### config.mk
export PLATFORM = sky130hd
export DESIGN_NAME = dma_err_capture
export DESIGN_NICKNAME = d
export VERILOG_FILES = /design/src/rtl/dma_err_pkg.sv /design/src/rtl/err_status_reg.sv /design/src/rtl/fault_addr_reg.sv /design/src/rtl/dma_err_capture.sv
export SDC_FILE = /design/constraint.sdc
export NUM_CORES = 1
export LEC_CHECK = 0
export BUFFER_PORTS_ARGS = -buffer_cell sky130_fd_sc_hd__buf_2
export CAP_MARGIN = 40
export CELL_PAD_IN_SITES_DETAIL_PLACEMENT = 0
export CELL_PAD_IN_SITES_GLOBAL_PLACEMENT = 1
export CORE_UTILIZATION = 35
export DETAILED_ROUTE_END_ITERATION = 10
export GPL_TIMING_DRIVEN = 0
export PLACE_DENSITY_LB_ADDON = 0.1
export SYNTH_ARGS = -nofsm -noshare
export SYNTH_HDL_FRONTEND = slang
export SYNTH_SLANG_ARGS = --single-unit
### constraint.sdc
create_clock -name clk -period 3.14 [get_ports clk]
set_clock_uncertainty 0.2 [all_clocks]
set_input_delay 0.314 -clock clk [delete_from_list [all_inputs] [get_ports clk]]
set_output_delay 0.314 -clock clk [all_outputs]
set_load 0.02 [all_outputs]
### src/rtl/dma_err_pkg.sv
package dma_err_pkg;

    localparam int STAT_W  = 64;
    localparam int MASK_W  = 16;
    localparam int SYND_W  = 8;
    localparam int OFF_W   = 3;
    localparam int SEL_W   = 2;

    // Bit positions that software decodes
    localparam int B_PRIM_RD = 62;
    localparam int B_PRIM_WR = 61;
    localparam int B_SEC_RD  = 59;
    localparam int B_SEC_WR  = 58;
    localparam int B_SEC_XL  = 57;
    localparam int B_PRIM_XL = 56;
    localparam int SYND_LO   = 48;
    localparam int MASK_LO   = 32;
    localparam int OFF_LO    = 29;
    localparam int B_BLOCK   = 23;
    localparam int OFF_ADDR_LO = 3;

    typedef enum logic [SEL_W-1:0] {
        SEL_UNCORR = 2'd0,
        SEL_CORR   = 2'd1,
        SEL_ADDR   = 2'd2,
        SEL_NONE   = 2'd3
    } reg_sel_e;

    // One error report as seen at an event port
    typedef struct packed {
        logic              is_write;
        logic              xlat;
        logic [MASK_W-1:0] mask;
        logic [OFF_W-1:0]  dw_off;
        logic              block;
        logic [SYND_W-1:0] synd;
    } err_evt_t;

    // Decoded contents of one status register
    typedef struct packed {
        logic              prim_rd;
        logic              prim_wr;
        logic              prim_xl;
        logic              sec_rd;
        logic              sec_wr;
        logic              sec_xl;
        logic [SYND_W-1:0] synd;
        logic [MASK_W-1:0] mask;
        logic [OFF_W-1:0]  dw_off;
        logic              block;
    } err_stat_t;

    function automatic logic [STAT_W-1:0] stat_pack(input err_stat_t s);
        logic [STAT_W-1:0] v;
        v = '0;
        v[B_PRIM_RD] = s.prim_rd;
        v[B_PRIM_WR] = s.prim_wr;
        v[B_PRIM_XL] = s.prim_xl;
        v[B_SEC_RD]  = s.sec_rd;
        v[B_SEC_WR]  = s.sec_wr;
        v[B_SEC_XL]  = s.sec_xl;
        v[SYND_LO +: SYND_W] = s.synd;
        v[MASK_LO +: MASK_W] = s.mask;
        v[OFF_LO  +: OFF_W]  = s.dw_off;
        v[B_BLOCK] = s.block;
        return v;
    endfunction

    function automatic err_stat_t stat_unpack(input logic [STAT_W-1:0] v);
        err_stat_t s;
        s.prim_rd = v[B_PRIM_RD];
        s.prim_wr = v[B_PRIM_WR];
        s.prim_xl = v[B_PRIM_XL];
        s.sec_rd  = v[B_SEC_RD];
        s.sec_wr  = v[B_SEC_WR];
        s.sec_xl  = v[B_SEC_XL];
        s.synd    = v[SYND_LO +: SYND_W];
        s.mask    = v[MASK_LO +: MASK_W];
        s.dw_off  = v[OFF_LO  +: OFF_W];
        s.block   = v[B_BLOCK];
        return s;
    endfunction

    function automatic logic prim_held(input err_stat_t s);
        return s.prim_rd | s.prim_wr | s.prim_xl;
    endfunction

    function automatic logic any_event(input err_stat_t s);
        return s.prim_rd | s.prim_wr | s.prim_xl | s.sec_rd | s.sec_wr | s.sec_xl;
    endfunction

endpackage

### src/rtl/err_status_reg.sv
module err_status_reg
    import dma_err_pkg::*;
#(
    parameter bit HAS_XLAT = 1'b1,
    parameter bit HAS_SYND = 1'b0
) (
    input  logic              clk,
    input  logic              rst,
    input  logic              evt_vld,
    input  err_evt_t          evt,
    input  logic              clr_en,
    input  logic [STAT_W-1:0] clr_mask,
    output logic [STAT_W-1:0] stat_vec,
    output logic              held_after_clr,
    output logic              capture,
    output logic              irq
);

    err_stat_t stat_q;
    err_stat_t cleared;
    err_stat_t stat_d;
    logic      xl_in;
    logic [SYND_W-1:0] synd_in;

    generate
        if (HAS_XLAT) begin : g_xlat
            assign xl_in = evt.xlat;
        end else begin : g_no_xlat
            assign xl_in = 1'b0;
        end
        if (HAS_SYND) begin : g_synd
            assign synd_in = evt.synd;
        end else begin : g_no_synd
            assign synd_in = '0;
        end
    endgenerate

    // Clear first, then apply the event to what is left
    always_comb begin
        cleared = stat_unpack(stat_pack(stat_q) & ~(clr_en ? clr_mask : '0));
        held_after_clr = prim_held(cleared);
        capture = evt_vld && !held_after_clr;
        stat_d = cleared;
        if (capture) begin
            stat_d.prim_rd = !evt.is_write;
            stat_d.prim_wr = evt.is_write;
            stat_d.prim_xl = xl_in;
            stat_d.mask    = evt.mask;
            stat_d.dw_off  = evt.dw_off;
            stat_d.block   = evt.block;
            stat_d.synd    = synd_in;
        end else if (evt_vld) begin
            stat_d.sec_rd = cleared.sec_rd | !evt.is_write;
            stat_d.sec_wr = cleared.sec_wr | evt.is_write;
            stat_d.sec_xl = cleared.sec_xl | xl_in;
        end
    end

    always_ff @(posedge clk) begin
        if (rst) begin
            stat_q <= '0;
        end else begin
            stat_q <= stat_d;
        end
    end

    assign stat_vec = stat_pack(stat_q);
    assign irq      = any_event(stat_q);

endmodule

### src/rtl/fault_addr_reg.sv
module fault_addr_reg #(
    parameter int ADDR_W = 34
) (
    input  logic              clk,
    input  logic              rst,
    input  logic              ue_load,
    input  logic [ADDR_W-1:0] ue_addr,
    input  logic              ce_load,
    input  logic [ADDR_W-1:0] ce_addr,
    output logic [ADDR_W-1:0] addr_q
);

    always_ff @(posedge clk) begin
        if (rst) begin
            addr_q <= '0;
        end else if (ue_load) begin
            addr_q <= ue_addr;
        end else if (ce_load) begin
            addr_q <= ce_addr;
        end
    end

endmodule

### src/rtl/dma_err_capture.sv
module dma_err_capture
    import dma_err_pkg::*;
#(
    parameter int ADDR_W = 34
) (
    input  logic              clk,
    input  logic              rst,
    input  logic              reg_wr,
    input  logic [1:0]        reg_sel,
    input  logic [63:0]       reg_wdata,
    output logic [63:0]       reg_rdata,
    input  logic              ue_evt,
    input  logic              ue_is_write,
    input  logic              ue_xlat,
    input  logic [15:0]       ue_mask,
    input  logic [ADDR_W-1:0] ue_addr,
    input  logic              ue_block,
    input  logic              ce_evt,
    input  logic              ce_is_write,
    input  logic [15:0]       ce_mask,
    input  logic [ADDR_W-1:0] ce_addr,
    input  logic              ce_block,
    input  logic [7:0]        ce_synd,
    output logic              ue_irq,
    output logic              ce_irq
);

    localparam int OFF_HI = OFF_ADDR_LO + OFF_W - 1;

    err_evt_t          ue_pkt, ce_pkt;
    logic [STAT_W-1:0] ue_stat_vec, ce_stat_vec;
    logic              ue_held, ce_held, ue_cap, ce_cap;
    logic              ue_clr, ce_clr;
    logic [ADDR_W-1:0] fault_addr_q;
    reg_sel_e          sel;

    assign sel = reg_sel_e'(reg_sel);

    always_comb begin
        ue_pkt.is_write = ue_is_write;
        ue_pkt.xlat     = ue_xlat;
        ue_pkt.mask     = ue_mask;
        ue_pkt.dw_off   = ue_addr[OFF_HI:OFF_ADDR_LO];
        ue_pkt.block    = ue_block;
        ue_pkt.synd     = '0;
        ce_pkt.is_write = ce_is_write;
        ce_pkt.xlat     = 1'b0;
        ce_pkt.mask     = ce_mask;
        ce_pkt.dw_off   = ce_addr[OFF_HI:OFF_ADDR_LO];
        ce_pkt.block    = ce_block;
        ce_pkt.synd     = ce_synd;
    end

    assign ue_clr = reg_wr && (sel == SEL_UNCORR);
    assign ce_clr = reg_wr && (sel == SEL_CORR);

    err_status_reg #(.HAS_XLAT(1'b1), .HAS_SYND(1'b0)) u_uncorr (
        .clk            (clk),
        .rst            (rst),
        .evt_vld        (ue_evt),
        .evt            (ue_pkt),
        .clr_en         (ue_clr),
        .clr_mask       (reg_wdata),
        .stat_vec       (ue_stat_vec),
        .held_after_clr (ue_held),
        .capture        (ue_cap),
        .irq            (ue_irq)
    );

    err_status_reg #(.HAS_XLAT(1'b0), .HAS_SYND(1'b1)) u_corr (
        .clk            (clk),
        .rst            (rst),
        .evt_vld        (ce_evt),
        .evt            (ce_pkt),
        .clr_en         (ce_clr),
        .clr_mask       (reg_wdata),
        .stat_vec       (ce_stat_vec),
        .held_after_clr (ce_held),
        .capture        (ce_cap),
        .irq            (ce_irq)
    );

    // Address belongs to the first primary record across both registers
    fault_addr_reg #(.ADDR_W(ADDR_W)) u_addr (
        .clk     (clk),
        .rst     (rst),
        .ue_load (ue_cap && !ce_held),
        .ue_addr (ue_addr),
        .ce_load (ce_cap && !ue_held && !ue_cap),
        .ce_addr (ce_addr),
        .addr_q  (fault_addr_q)
    );

    always_comb begin
        case (sel)
            SEL_UNCORR: reg_rdata = ue_stat_vec;
            SEL_CORR:   reg_rdata = ce_stat_vec;
            SEL_ADDR:   reg_rdata = 64'(fault_addr_q);
            default:    reg_rdata = '0;
        endcase
    end

endmodule

## Yosys cells after proc, flatten, opt, wreduce, memory -nomap -nowiden

Index checks and enable logic that the tools add are counted.

| storage, ports and cells | value |
|---|---|
| register bits | 102 |
| logic and storage cells | 75 |

| cells by class | value |
|---|---|
| eq/ne operators | 2 |
| mux-type cells | 13 |
| bitwise logic cells | 23 |
| reductions and logical operators | 16 |

Operator list:

| kind | count |
|---|---|
| $pmux W63 S3 | 1 |
| $and A63 B63 Y63 | 2 |
| $mux W63 | 2 |
| $not A63 Y63 | 2 |
| $mux W34 | 2 |
| $mux W28 | 1 |
| $mux W20 | 1 |
| $or A1 B1 Y1 | 19 |
| $mux W3 | 6 |
| $logic_and A1 B1 Y1 | 7 |
| $logic_not A1 Y1 | 5 |
| $reduce_or A2 Y1 | 2 |
| $eq A2 B1 Y1 const B | 1 |
| $eq A2 B2 Y1 const B | 1 |
| $logic_not A2 Y1 | 1 |
| $reduce_bool A2 Y1 | 1 |

## Longest topological paths before layout

Gate-level depths: netlist of run 1.

| logic depth | value |
|---|---|
| depth after elaboration | 13 |
| depth in mapped cells | 8 |
| gate-level depth less buffers | 4 |

## Modules after synthesis

From an unflattened synthesis of run 1, not the netlist that was laid out.

| second synthesis, totals | value |
|---|---|
| cell total of the unflattened synthesis | 720 |
| area total of the unflattened synthesis | 6565.0 sq um |

Modules (own cells, without submodules):

| module | instances | cells an instance | area each (sq um) | sequential area each (sq um) |
|---|---|---|---|---|
| err_status_reg at u_uncorr | 1 | 202 | 1799.2 | 680.7 |
| err_status_reg at u_corr | 1 | 213 | 1767.9 | 680.7 |
| fault_addr_reg | 1 | 151 | 1759.2 | 680.7 |
| dma_err_capture | 1 | 154 | 1238.7 | 0.0 |

## Worst setup path before layout of run 1

Ideal clock, no wire load.

| timing path | value |
|---|---|
| kind | input port to output port |
| start | in reg_sel[0] |
| end | out reg_rdata[34] |
| arrival | 1621 ps |
| data required time | 2626 ps |
| path slack | 1005 ps |
| stages on the path | 5 |
| buffers on the path | 3 |
| path through | clkbuf_1 buf_2 buf_1 mux2i_1 nor2_1 |

| between the ends | value |
|---|---|
| cells in the longest elaborated chain, start to end | 2 |
| elaborated cells between the ends (all ways) | 4 |

Ends and longest elaborated chain:

| what | RTL line | RTL |
|---|---|---|
| from (decl) | dma_err_capture.sv:9 | `input logic [1:0] reg_sel,` |
| $eq A2 B2 Y1 (tied with other cells) | dma_err_capture.sv:95 | `case (sel)` |
| $pmux W63 S3 (*) | dma_err_capture.sv:95 |  |
| to (decl) | dma_err_capture.sv:11 | `output logic [63:0] reg_rdata,` |

Every way passes the cells marked *; elsewhere a longest branch is shown, timed or not.

## Final worst setup path of run 1

| timing path | value |
|---|---|
| start | in reg_sel[1] |
| end | out reg_rdata[33] |

Same word-level chain as after synthesis.

==> impl_metrics.ini, run 1 <==
[yosys]
ys_seq_elements = 102
synth.area.top_cells = dfxtp_1 (35%), mux2i_1 (5.8%), inv_1 (5.0%)
synth_top_family_by_area = compound AO/OA/AOI/OAI gates
synth.cell_area_mm2 = 0.00589
yosysWarnings = 0
synth_common_cells = dfxtp_1 (102), inv_1 (79), a21oi_1 (59), clkbuf_1 (50), nand3_1 (49)
synth-compound-area-share_pct = 27.9
synth_mux_area_share_pct = 5.78
synth_most_common_cell = dfxtp_1
synth-xor-area-share_pct = 0
synthSimpleGateAreaFrac_pct = 19.8
yosysSeqAreaShare_pct = 34.7
synthAdderAreaFrac_pct = 0
syn_inst = 752
ys_types = 37
synth_top_area_share_pct = 34.7
synth-edff-count = 0
synth-main-ff-cell = dfxtp_1
syn_avg_cell_area_um2 = 7.83
synth_top_area_cell = dfxtp_1
synthArstFlopShare_pct = 0

[worst_setup_path]
cp.arrival_ps = 2370
crit_fanout = 10
critPathLaunchType = input port
end_kind = primary output
worst-setup-path-type = in2out
worstPathRequired_ps = 2630

[cts]
cts_tree = built
root_buffer = clkbuf_16
cts_setup_buffers = 0
clk_latency_ps = 360
cts_htree_levels = 3
post_cts_resized = 0
clkTransAtPathRegs_ps = 70
ctsHoldBuffers = 10
clockBufferDepth = 2
cts.sinks = 102
cts_buffers = 9

[grt]
track_usage_pct = 27.3
grt_pass1_vias = 6447
grt_pass1_wl_um = 36400
antenna_found_initial = 1
grt_overflow_total = 0
grt_max_degree = 18

[cells_and_area]
area_growth_pct = 30.6
multi_input_area_mm2 = 0.00316
layout.area.seq_mm2 = 0.00204
final_core_util_pct = 46.6
fillCellCount = 1761
nets = 1174
insertedDiodeCount = 0
drive_gt1_share_pct = 29.8

[detailed_routing]
drt_wl_total_um = 23700
routedWlPerCell_um = 19.5
dr.pass1.iters = 5
drt_iter0_drc = 426
vias_per_cell = 5.44
vias = 6606
antenna_left = 0
drc_errors = 0

[sta]
max_freq_mhz = 347
fin_crit_ps = 2890
hold_viol = 0
setup_viol = 0
relSlewSlack_pct = 47.5
tns_ps = 0
drv_slew = 0
layout_setup_ws_ps = 255
period_share_pct = 91.9
worstMarginPinSlew_ps = 787
rsz0062_at_grt = no

[floorplanning]
die-height_um = 132
die-area_mm2 = 0.0174
num_rows = 47
ios = 250
fp.dieW_um = 132
core_area_mm2 = 0.0165
start_util_pct = 35.7

[pwr]
combPwrFrac_pct = 27.2
intPower_mw = 2.51
finalPower_mw = 3.75
max-vdd-ir-drop_mv = 0.238
cellPowerDensity_mw_per_mm2 = 488
swShare_pct = 33.2
clockPowerShare_pct = 33.4
p_seq_share_pct = 39.4
switching_power_mw = 1.24
p_leak_nw = 3.45

[placement]
pre_cts_slack_ps = 241
io_buffers = 214
hpwl_um = 17400
place_congestion = 0.824

[flow_run]
drv_cap = 0

[status]
status = completed

[hold_path]
hp-class = in2reg
layout make-up:
type	count	share of cell area, %
tap	220	3.58
timing repair buffer	226	15.6
clock inverter	7	1.24
multi-input combinational	482	41.1
buffer	90	5.16
clock buffer	9	2.93
inverter	79	3.85
sequential	102	26.5
cell usage in the layout, fill, tap and decap left out, drive strengths merged, types with 9 or more instances in the layout:
cell	netlist	final
and3	9	9
dfxtp	102	102
dlygate4sd3	0	10
and2	29	29
mux2i	34	34
a311oi	21	21
nor2	34	34
inv	79	81
buf	40	256
nand3	49	49
a221o	29	29
a21oi	59	59
a41o	13	13
nand2	47	47
nand4	35	35
clkbuf	50	59
a31oi	34	34
o211ai	20	20
a31o	34	34
power groups by stage:
stage | logic [mW] | registers, mW | clock network, mW
after floorplan | 0.637 | 1.48 | 0
final | 1.02 | 1.48 | 1.25
after CTS | 1.02 | 1.48 | 1.27
after global placement | 1.00 | 1.51 | 0
after detailed placement | 1.01 | 1.51 | 0
after global routing | 1.11 | 1.49 | 1.32
path summary, 6_finish.rpt:
check	from	endpoint	slack [ps]	cells after the start
setup reg to reg	u_uncorr.stat_vec[61]	u_uncorr.stat_vec[44]	830	5
hold / removal	ce_synd[1]	u_corr.stat_vec[49]	10	3
setup / recovery	reg_sel[1]	reg_rdata[33]	250	7
hold reg to reg	u_uncorr.stat_vec[54]	u_uncorr.stat_vec[54]	280	1
layer usage:
metal	global-route usage, %	part of all wire (%)
met1	35.5	45
met5	0	0.055
met4	7.30	1.9
met3	5.65	6.2
met2	45.7	47
flip-flops by register name, indices dropped and copies added, names as in the netlist:
register           count
u_addr.addr_q         34
u_uncorr.stat_vec     34
u_corr.stat_vec       34
kinds of logic after synthesis:
group           after synthesis
compound gates              222
mux                          34
simple gates                224
other cells                   1
buf+inv                     169
flops                       102
per-stage QoR:
step	instances	hold WS, ps	cell area (um^2)
3_5_place_dp	1189	269	7270
5_1_grt	1215	6.62	7690
4_1_cts	1215	2.28	7690
3_3_place_gp	1187	264	7240
2_1_floorplan	753	202	5900
6_report	1215	14.7	7690
worst max-delay path: stages:
cell,delay (ps)
buf_2,140
clkbuf_1,360
nor2b_1,620
clkbuf_1,490
nand2_1,110
o21ai_0,130
buf_2,210
Note: power is estimated with default switching activity, not from simulation.
==> run 2, diff against run 1 <==
--- a/config.mk
+++ b/config.mk
@@ -13,6 +13,7 @@
 export DETAILED_ROUTE_END_ITERATION = 10
 export GPL_TIMING_DRIVEN = 0
 export PLACE_DENSITY_LB_ADDON = 0.1
+export REMOVE_ABC_BUFFERS = 1
 export SYNTH_ARGS = -nofsm -noshare
 export SYNTH_HDL_FRONTEND = slang
 export SYNTH_SLANG_ARGS = --single-unit
==> impl_metrics.ini, run 2 (synthesized netlist as in run 1, its figures left out) <==
[floorplanning]
start_util_pct = 35.7
core_area_mm2 = 0.0165
die-height_um = 132
num_rows = 47
ios = 250
die-area_mm2 = 0.0174
fp.dieW_um = 132

[sta]
holdWs_ps = 9.29
hold_viol = 0
tns_ps = 0
worstMarginPinSlew_ps = 849
setup_viol = 0
period_share_pct = 90.8
rsz0062_at_grt = no
relSlewSlack_pct = 43.2
max_freq_mhz = 351
drv_slew = 0
fin_crit_ps = 2850

[worst_setup_path]
worstPathRequired_ps = 3220
crit_fanout = 22
critPathLaunchType = input port
worst-setup-path-type = in2reg
cp.arrival_ps = 2930
end_kind = register

[cells_and_area]
insertedDiodeCount = 0
layout.area.seq_mm2 = 0.00204
layout_common_cells = buf_2 (241), dfxtp_1 (102), inv_1 (79)
final_common_cell = buf_2
fillCellCount = 1693
area_growth_pct = 31.7
multi_input_area_mm2 = 0.00320
drive_gt1_share_pct = 33.5
nets = 1129

[cts]
cts_buffers = 9
cts.sinks = 102
clkTransAtPathRegs_ps = 70
cts_tree = built
clockBufferDepth = 2
clk_latency_ps = 350
cts_htree_levels = 3
root_buffer = clkbuf_16

[detailed_routing]
antenna_left = 0
dr.pass1.iters = 5
routedWlPerCell_um = 17.8
vias_per_cell = 5.53
drc_errors = 0
vias = 6467
drt_wl_total_um = 20800
drt_iter0_drc = 355

[grt]
antenna_found_initial = 0
grt_max_degree = 74
grt_pass1_wl_um = 33200
grt_pass1_vias = 6263
grt_overflow_total = 0
track_usage_pct = 23.7

[pwr]
max-vdd-ir-drop_mv = 0.279
combPwrFrac_pct = 28.2
clockPowerShare_pct = 31.3
p_seq_share_pct = 40.5
swShare_pct = 32.3
cellPowerDensity_mw_per_mm2 = 469
intPower_mw = 2.47
p_leak_nw = 3.49
switching_power_mw = 1.18

[placement]
place_congestion = 0.811
io_buffers = 217
hpwl_um = 14100

[status]
status = completed

[flow_run]
drv_cap = 0

[hold_path]
hp-class = in2reg
run 2: timing repair:
action,CTS,global route
setup endpoints to repair,34,16
hold endpoints to repair,6,0
gates resized for setup,0,3
hold buffers,6,0
pin swaps,2,0
buffers inserted,3,0
run 2: layer usage:
layer	GRT usage, %	vias to the layer above	share of wire (%)
met5	0	-	0
met4	6.59	0	1.6
met3	5.84	25	7.8
met2	40.0	256	48
met1	30.0	3050	43
li1	-	3136	-
run 2: path summary, 6_finish.rpt:
path / startpoint / end / slack [ps] / cells after the start
max: reg_sel[0] / u_addr.addr_q[33] / 290 / 9
min: ue_mask[2] / u_uncorr.stat_vec[34] / 9 / 3
max reg2reg: u_corr.stat_vec[56] / u_addr.addr_q[33] / 620 / 7
min reg2reg: u_corr.stat_vec[57] / u_corr.stat_vec[57] / 270 / 2
run 2: power by group through the flow:
stage	sequential, mW	combinational [mW]	clock, mW
floorplan	1.49	0.552	0
global placement	1.50	0.906	0
detailed placement	1.50	1.01	0
CTS	1.48	1.03	1.18
global route	1.49	1.12	1.23
finish	1.48	1.03	1.14
run 2: through the flow:
step | setup slack [ps] | cell area, um^2 | util, % | cells | power (mW)
global route | 11.2 | 7760 | 47.0 | 1170 | 3.84
floorplan | -9120 | 5500 | - | 663 | 2.04
global placement | -16710 | 6860 | 41.5 | 1100 | 2.40
CTS | 17.4 | 7750 | 46.9 | 1170 | 3.68
detailed placement | -920 | 7370 | 44.6 | 1145 | 2.51
finish | 287 | 7760 | 47.0 | 1170 | 3.64
run 2: area by class of cell:
type                            count  share of cell area [%]
Clock buffer                       10                    2.95
Clock inverter                      6                   0.806
Inverter                           79                    3.82
Multi-Input combinational cell    482                    41.3
Sequential cell                   102                    26.3
Tap cell                          220                    3.55
Timing Repair Buffer              271                    21.3
run 2: worst max-delay path, stage by stage:
cell	delay, ps
buf_2	490
nand4b_1	200
a222oi_1	450
buf_2	250
buf_2	200
buf_2	220
buf_2	230
nand3_2	290
a31oi_1	250
==> run 3, diff against run 2 <==
--- a/config.mk
+++ b/config.mk
@@ -7,7 +7,7 @@
 export LEC_CHECK = 0
 export BUFFER_PORTS_ARGS = -buffer_cell sky130_fd_sc_hd__buf_2
 export CAP_MARGIN = 40
-export CELL_PAD_IN_SITES_DETAIL_PLACEMENT = 0
+export CELL_PAD_IN_SITES_DETAIL_PLACEMENT = 1
 export CELL_PAD_IN_SITES_GLOBAL_PLACEMENT = 1
 export CORE_UTILIZATION = 35
 export DETAILED_ROUTE_END_ITERATION = 10
==> impl_metrics.ini, run 3 (synthesized netlist as in run 1, its figures left out) <==
[sta]
rsz0062_at_grt = no
max_freq_mhz = 342
drv_slew = 0
fin_crit_ps = 2930
setup_viol = 0
relSlewSlack_pct = 45.3
tns_ps = 0
hold_viol = 0
worstMarginPinSlew_ps = 817
period_share_pct = 93.2
layout_setup_ws_ps = 212

[pwr]
cellPowerDensity_mw_per_mm2 = 468
swShare_pct = 32.6
switching_power_mw = 1.17
max-vdd-ir-drop_mv = 0.250
combPwrFrac_pct = 28.8
p_seq_share_pct = 41.1
intPower_mw = 2.43
p_leak_nw = 3.47
clockPowerShare_pct = 30.1

[worst_setup_path]
worstPathRequired_ps = 3210
reg2reg_to = u_addr.addr_q[33]
crit_fanout = 43
end_kind = register
cp.arrival_ps = 3000
cp-endpoint = u_addr.addr_q[33]
reg2regPathDepth = 8
crit-reg2reg-launch = u_corr.stat_vec[56]
rrSetupSlack_ps = 510
startpoint = reg_sel[1]
critPathLaunchType = input port
worst-setup-path-type = in2reg

[cells_and_area]
nets = 1125
final_core_util_pct = 46.6
multi_input_area_mm2 = 0.00320
drive_gt1_share_pct = 33.4
final_common_cell = buf_2
fillCellCount = 2095
layout.area.seq_mm2 = 0.00204
layout_common_cells = buf_2 (240), dfxtp_1 (102), inv_1 (79)
area_growth_pct = 30.6

[cts]
cts.sinks = 102
root_buffer = clkbuf_16
clkTransAtPathRegs_ps = 70
cts_htree_levels = 3
cts_tree = built
clk_latency_ps = 350
cts_buffers = 9
clockBufferDepth = 2

[detailed_routing]
vias_per_cell = 5.58
vias = 6511
drc_errors = 0
dr.pass1.iters = 4
drt_iter0_drc = 240
antenna_left = 0
drt_wl_total_um = 22200
routedWlPerCell_um = 19.0

[status]
status = completed

[floorplanning]
die-height_um = 132
ios = 250
die-area_mm2 = 0.0174
core_area_mm2 = 0.0165
num_rows = 47
start_util_pct = 35.7
fp.dieW_um = 132

[flow_run]
drv_cap = 0

[hold_path]
hp-class = in2reg

[grt]
grt_max_degree = 74
grt_pass1_wl_um = 35600
antenna_found_initial = 0
grt_pass1_vias = 6908
track_usage_pct = 25.4
grt_overflow_total = 0

[placement]
place_congestion = 0.811
hpwl_um = 15400
io_buffers = 217
pre_cts_slack_ps = -1020
==> run 3: worst max-delay path: stages <==
cell and delay, ps:
clkbuf_4 350, nand4b_1 330, a222oi_1 400, buf_4 190, buf_2 160, buf_2 210
buf_2 220, buf_2 240, nand3_2 300, a31oi_1 270
==> run 3: worst min path at each step <==
stage,startpoint,to,slack (ps),depth (start not counted)
detailed placement,u_uncorr.stat_vec[58],u_uncorr.stat_vec[58],270,2
CTS,ue_mask[2],u_uncorr.stat_vec[34],8,3
finish,ue_mask[12],u_uncorr.stat_vec[44],20,3
floorplan,rst,u_corr.stat_vec[23],180,1
global placement,u_uncorr.stat_vec[58],u_uncorr.stat_vec[58],260,2
global route,ue_mask[10],u_uncorr.stat_vec[42],20,3
==> run 3: cell type report <==
class | count | area share, %
multi-input cells | 482 | 41.6
flip-flops and latches | 102 | 26.5
repair buffers | 267 | 20.9
inverters | 79 | 3.85
well taps | 220 | 3.58
clock buffers | 14 | 3.43
clock inverters | 1 | 0.0651
diodes | 1 | 0.0325
==> run 3: timing repair <==
action                                  in CTS  in global routing
endpoints found under the setup margin      34                  5
endpoints found under the hold margin        1                  0
pin swaps                                    2                  0
setup buffers                                4                  0
resized for setup                            1                  2
hold buffers                                 1                  0
==> run 3: metrics by stage <==
stage               hold slack (ps)  power [mW]  cell area (um^2)  instances
floorplan                       183        2.04              5500        663
global route                   17.9        3.78              7690       1165
detailed placement              266        2.53              7370       1145
global placement                261        2.40              6860       1100
CTS                            8.45        3.63              7690       1165
finish                         20.1        3.60              7690       1166
==> run 3: routing by layer <==
metal | wire length (um) | up-vias | part of all wire [%] | GRT usage [%]
li1 | - | 3125 | - | -
met1 | 9700 | 3156 | 44 | 30.3
met2 | 10900 | 203 | 49 | 45.6
met3 | 1220 | 27 | 5.5 | 5.07
met4 | 342 | 0 | 1.5 | 8.07
met5 | 0 | - | 0 | 0
==> run 3: power by group through the flow <==
stage / Clock, mW / Sequential (mW) / Combinational [mW]
after floorplan: 0 / 1.49 / 0.552
after global placement: 0 / 1.50 / 0.906
after detailed placement: 0 / 1.51 / 1.02
after CTS: 1.12 / 1.48 / 1.04
after global routing: 1.16 / 1.49 / 1.12
final: 1.08 / 1.48 / 1.04
